==> src/rtl/ccu_pkg.sv <==
package ccu_pkg;

   // Stored flag set; the field order is used by the condition select decode.
   typedef struct packed {
      logic neg;
      logic zer;
      logic pos;
      logic ovf;
   } ccu_flags_t;

   localparam int unsigned CSEL_W = 3;

   typedef enum logic [CSEL_W-1:0] {
      CC_NEG  = 3'd0,
      CC_ZER  = 3'd1,
      CC_POS  = 3'd2,
      CC_OVF  = 3'd3,
      CC_NNEG = 3'd4,
      CC_NZER = 3'd5,
      CC_NPOS = 3'd6,
      CC_NOVF = 3'd7
   } ccu_cond_e;

endpackage

==> src/rtl/ccu_zero_det.sv <==
module ccu_zero_det #(
   parameter int unsigned DATA_W    = 32,
   parameter bit          USE_TREE  = 1'b1,
   parameter int unsigned CHUNK_W   = 8
) (
   input  logic [DATA_W-1:0] word_i,
   output logic              is_zero_o
);
   localparam int unsigned NCHUNK = (DATA_W + CHUNK_W - 1) / CHUNK_W;
   localparam int unsigned PAD_W  = NCHUNK * CHUNK_W;

   generate
      if (CHUNK_W < 1) begin : g_bad_chunk
         $error("ccu_zero_det: CHUNK_W must be at least 1");
      end

      if (USE_TREE) begin : g_tree
         logic [PAD_W-1:0]  padded;
         logic [NCHUNK-1:0] chunk_any;

         always_comb begin
            padded = '0;
            padded[DATA_W-1:0] = word_i;
         end

         for (genvar c = 0; c < NCHUNK; c++) begin : g_chunk
            assign chunk_any[c] = |padded[c*CHUNK_W +: CHUNK_W];
         end

         assign is_zero_o = ~|chunk_any;
      end else begin : g_flat
         assign is_zero_o = ~|word_i;
      end
   endgenerate

endmodule

==> src/rtl/ccu_flag_next.sv <==
module ccu_flag_next
   import ccu_pkg::*;
#(
   parameter int unsigned DATA_W = 32
) (
   input  logic       sign_i,
   input  logic       zero_i,
   input  logic       ovf_i,
   output ccu_flags_t next_o
);
   always_comb begin
      next_o.neg = sign_i;
      next_o.zer = zero_i;
      next_o.pos = ~sign_i & ~zero_i;
      next_o.ovf = ovf_i;
   end

   generate
      if (DATA_W < 2) begin : g_bad_w
         $error("ccu_flag_next: DATA_W must be at least 2");
      end
   endgenerate

endmodule

==> src/rtl/ccu_flag_reg.sv <==
module ccu_flag_reg
   import ccu_pkg::*;
(
   input  logic       clk,
   input  logic       rst_n,
   input  logic       load_i,
   input  ccu_flags_t next_i,
   output ccu_flags_t flags_o
);
   always_ff @(posedge clk or negedge rst_n) begin
      if (!rst_n) begin
         flags_o <= '0;
      end else if (load_i) begin
         flags_o <= next_i;
      end
   end

endmodule

==> src/rtl/ccu_cond_mux.sv <==
module ccu_cond_mux
   import ccu_pkg::*;
(
   input  ccu_flags_t        flags_i,
   input  logic [CSEL_W-1:0] csel_i,
   output logic              taken_o
);
   logic base;

   always_comb begin
      unique case (csel_i[1:0])
         2'd0:    base = flags_i.neg;
         2'd1:    base = flags_i.zer;
         2'd2:    base = flags_i.pos;
         default: base = flags_i.ovf;
      endcase
      taken_o = base ^ csel_i[CSEL_W-1];
   end

endmodule

==> src/rtl/ccu_flag_unit.sv <==
module ccu_flag_unit
   import ccu_pkg::*;
#(
   parameter int unsigned DATA_W    = 32,
   parameter bit          ZERO_TREE = 1'b1,
   parameter int unsigned ZCHUNK_W  = 8
) (
   input  logic              clk,
   input  logic              rst_n,
   input  logic [DATA_W-1:0] res_i,
   input  logic              ovf_i,
   input  logic              setfl_i,
   input  logic [2:0]        csel_i,
   output logic              taken_o
);
   localparam int unsigned SIGN_BIT = DATA_W - 1;

   logic       res_zero;
   ccu_flags_t flags_next;
   ccu_flags_t flags_q;

   ccu_zero_det #(
      .DATA_W   (DATA_W),
      .USE_TREE (ZERO_TREE),
      .CHUNK_W  (ZCHUNK_W)
   ) u_zdet (
      .word_i    (res_i),
      .is_zero_o (res_zero)
   );

   ccu_flag_next #(
      .DATA_W (DATA_W)
   ) u_next (
      .sign_i (res_i[SIGN_BIT]),
      .zero_i (res_zero),
      .ovf_i  (ovf_i),
      .next_o (flags_next)
   );

   ccu_flag_reg u_reg (
      .clk     (clk),
      .rst_n   (rst_n),
      .load_i  (setfl_i),
      .next_i  (flags_next),
      .flags_o (flags_q)
   );

   ccu_cond_mux u_mux (
      .flags_i (flags_q),
      .csel_i  (csel_i),
      .taken_o (taken_o)
   );

endmodule

==> config.mk <==
export PLATFORM = sky130hd
export DESIGN_NAME = ccu_flag_unit
export DESIGN_NICKNAME = d
export VERILOG_FILES = /design/src/rtl/ccu_pkg.sv /design/src/rtl/ccu_zero_det.sv /design/src/rtl/ccu_flag_next.sv /design/src/rtl/ccu_flag_reg.sv /design/src/rtl/ccu_cond_mux.sv /design/src/rtl/ccu_flag_unit.sv
export SDC_FILE = /design/constraint.sdc
export NUM_CORES = 1
export LEC_CHECK = 0
export ABC_AREA = 1
export ABC_CLOCK_PERIOD_IN_PS = 1720
export BUFFER_PORTS_ARGS = -buffer_cell sky130_fd_sc_hd__buf_4
export CAP_MARGIN = 20
export CORE_AREA = 10 10 47 49
export CTS_CLUSTER_DIAMETER = 150
export DETAILED_ROUTE_END_ITERATION = 6
export DIE_AREA = 0 0 57 59
export GPL_ROUTABILITY_DRIVEN = 0
export PLACE_DENSITY_LB_ADDON = 0.08
export SLEW_MARGIN = 25
export SYNTH_ARGS = -nofsm -noshare
export SYNTH_HDL_FRONTEND = slang
export SYNTH_SLANG_ARGS = --single-unit
==> constraint.sdc <==
create_clock -name clk -period 1.72 [get_ports clk]
set_clock_uncertainty 0.05 [all_clocks]
set_input_delay 0.086 -clock clk [delete_from_list [all_inputs] [get_ports clk]]
set_output_delay 0.086 -clock clk [all_outputs]
set_load 0.02 [all_outputs]
## Word level (Yosys, flattened, before mapping)

Cells that the tools add are included.

- Register bits: 4
- Input bits: 39
- Output and inout port bits: 1
- Word-level logic and storage cells: 13

- Equal/unequal tests: 2
- Muxes and demuxes: 1
- Bitwise operators: 3
- Reductions and logical operators: 3

Operator list:

| kind | count |
|---|---|
| 32-bit OR reduction | 1 |
| 1-bit one-hot mux with 3 select lines | 1 |
| 2-bit by 1-bit equality test with 1-bit output (second input constant) | 1 |
| 2-bit equality test (second input constant) | 1 |
| 2-bit logical NOT | 1 |
| 1-bit AND | 1 |
| 1-bit logical NOT | 1 |
| 1-bit NOT | 1 |
| 1-bit XOR | 1 |

## Logic depth before layout (Yosys ltp)

- Word-level depth: 3
- Gate-level depth with buffers: 7
- Mapped depth without buffers: 7

## Modules after synthesis

A second synthesis with hierarchy kept.

- Cells, all modules: 65
- Area total of the unflattened synthesis: 349.1 µm²

Modules (own cells, without submodules):

| module | instances | cells an instance | area each (µm²) | sequential area each (µm²) |
|---|---|---|---|---|
| ccu_flag_reg | 1 | 17 | 148.9 | 100.1 |
| ccu_zero_det | 1 | 31 | 116.4 | 0.0 |
| ccu_cond_mux | 1 | 13 | 57.6 | 0.0 |
| ccu_flag_next | 1 | 4 | 26.3 | 0.0 |

## Worst setup path before layout

OpenSTA, ideal clock, no wires.

- Kind: register to output
- Start point: reg u_reg.flags_o[1] in the netlist's numbering
- End point: out taken_o
- Arrival time: 0.954 ns
- Required time: 1.584 ns
- Slack: 0.630 ns
- Stages on the path, launching flop included: 5
- Buffers on the path: 0
- Cell sequence: dfrtp_1 > inv_1 > o211ai_1 > nand2_1 > xnor2_1

- Longest elaborated chain between the ends: 2

RTL lines:

| what | line | text |
|---|---|---|
| from (decl) | ccu_flag_reg.sv:8 | `output ccu_flags_t flags_o` |
| from (signal assigned) | ccu_flag_reg.sv:14 | `flags_o <= next_i;` |
| 1-bit one-hot mux with 3 select lines | ccu_cond_mux.sv:11 | `unique case (csel_i[1:0])` |
| 1-bit XOR | ccu_cond_mux.sv:17 | `taken_o = base ^ csel_i[CSEL_W-1];` |
| to (decl) | ccu_flag_unit.sv:14 | `output logic taken_o` |

No other way between the ends.

## Worst setup path after layout

Same ends and word-level chain as after synthesis.

==> qor.txt <==
relative slew slack - 0.899
max_cap viols - 0
root buffer cell - clkbuf_4
Total GRT Usage - 0.0672
peak supply drop - 0.163 mV
sequential cell area fraction in the yosys report - 0.323
Post-Route WL - 1.16 mm
H-tree depth - 1
RR Startpoint - u_reg.flags_o[0]
WHS - 0.0192 ns
Hold Vio Cnt, Final - 0
fmax - 785 MHz
CTS tree - yes
Starting Density - 0.221
share of cells above drive strength 1 - 0.420
Lkg Pwr - 0.357 nW
Crit. End Element - output port
worst path arrival time - 1.14 ns
Worst Setup SP - u_reg.flags_o[1]
Layout area overhead - 115%
maximum clock insertion buffer count - 2
post_cts resized - 0
Top delay family on crit path - flip-flops
first-pass GRT wire length - 1.89 mm
max reg flops - 4
syn_area_per_cell - 5.54 um2
Tcrit/Tclk final - 0.740
mapped cell area - 310 um2
WP depth - 5
clock transition at the registers of the reported paths - 0.04 ns
core area - 1400 um2
Die W - 57 um
endpoints failing setup - 0
cells along the critical path - inv_1 > o211ai_1 > nand2_1 > xnor2_1 > buf_4
most frequent cells in the layout - 39 x buf_4, 22 x nor2_1, 21 x nand2_1
post-synthesis cell type count - 8
Rows - 14
Ys Warns - 0
worst r2r path cells - 2
largest net degree at the start of global routing - 6
Vias per Instance - 4.09
Post-DRT Antenna Nets - 0
utilization after layout - 0.475
Worst path max stage delay - 0.34 ns
Setup crit end - taken_o
CP Class - reg2out
initial antenna violation count - 0
Req. time, crit path - 1.58 ns
Top Ports - 40
PwrDens - 490 nW/um2
CTS Buf Count - 3
RSZ-0062 raised after global routing - false
number of global-route vias before repair - 515
# port buffers - 39
max-slew violations - 0
n_diodes - 0
clk_lat worst skew - 0.23 ns
Residual DRC - 0
Bufs and invs on worst path - 2
Reg-to-Reg End - u_reg.flags_o[0]
CP Max Fanout - 2
Power Total - 326 uW
final net count - 141
first drt pass iteration count - 4
number of synthesized register bits - 4
Via Count - 474
Avg WL per Cell - 10.0 um
Setup WS pre-CTS - 0.670 ns
die area - 3360 um2
Slowest-stage cell, CP - dfrtp_1
CTS sink cnt - 4
Final WS setup - 0.447 ns
R2R setup slack - 1.08 ns
Top reg by flops - u_reg.flags_o
outcome - finished clean
Worst Tran Pin Value - 0.151 ns
initial DRC count - 1
total negative slack - 0 ns
Hold WC Path Type - in2reg
HPWL Detailed - 1.08 mm
grt ovf - 0
most common cell after layout, fill and taps aside - buf_4
critical path startpoint category - register
syn_nets - 95
Synth Instances - 56
fin crit period - 1.27 ns
Largest regs - u_reg.flags_o (4)
die height - 59 um
worst min-delay path by stage:
| stage | from | end | slack (ns) | cells past startpoint |
|---|---|---|---|---|
| finish | setfl_i | u_reg.flags_o[2] | 0.02 | 3 |
| global route | setfl_i | u_reg.flags_o[2] | 0.04 | 3 |
| CTS | setfl_i | u_reg.flags_o[2] | 0.02 | 3 |
| detailed placement | rst_n | u_reg.flags_o[0] | -0.17 | 1 |
| global placement | rst_n | u_reg.flags_o[0] | -0.17 | 1 |
| floorplan | rst_n | u_reg.flags_o[0] | -0.26 | 0 |
per-layer routing:
metal | routed length (um) | part of all wire | vias up | track usage
li1 | - | - | 259 | -
met1 | 357 | 0.31 | 193 | 0.0538
met2 | 637 | 0.55 | 22 | 0.127
met3 | 167 | 0.14 | 0 | 0.0343
met4 | 0 | 0 | 0 | 0.0403
met5 | 0 | 0 | - | 0
final cells by class:
type	instances	area [um2]
Fill cell	157	736
Timing Repair Buffer	41	313
Multi-Input combinational cell	48	195
Sequential cell	4	100
Clock buffer	3	22.5
Tap cell	16	20.0
Inverter	4	15.0
power by group:
group | total, mW | internal [mW] | switching, mW
sequential | 0.104 | 0.101 | 0.00277
clock | 0.112 | 0.0778 | 0.0340
combinational | 0.111 | 0.0751 | 0.0359
cells by family (layout without fill, tap and decap cells):
kind of cell	count (synthesis)	in the layout	share of synthesized area
and+or+nand+nor	43	43	0.520
xor gates and xnor gates	1	1	0.0282
AOI/OAI and AO/OA	4	4	0.0806
buffers and inverters	4	48	0.0484
DFF	4	4	0.323
worst register-to-register path, cell delays in order, from the launching register on:
cell     delay (ns)
dfrtp_1        0.37
nand2_1        0.07
nand2_1        0.04
through the flow:
step / std cells / cell area (um2)
after floorplan: 56 / 310
after global placement: 111 / 623
after global routing: 116 / 666
final: 116 / 666
after detailed placement: 111 / 623
after CTS: 116 / 666
synth_stat cells, drive strengths merged:
| library cell | count | area [um2] |
|---|---|---|
| o21ai | 1 | 5.00 |
| o211ai | 2 | 15.0 |
| nor2 | 22 | 82.6 |
| a21oi | 1 | 5.00 |
| dfrtp | 4 | 100 |
| xnor2 | 1 | 8.76 |
| inv | 4 | 15.0 |
| nand2 | 21 | 78.8 |
timing repair:
item	CTS	global route
setup buffers	0	0
setup endpoints to repair	0	0
endpoints found under the hold margin	5	0
hold buffers	2	0
(Power assumes the default switching activity.)
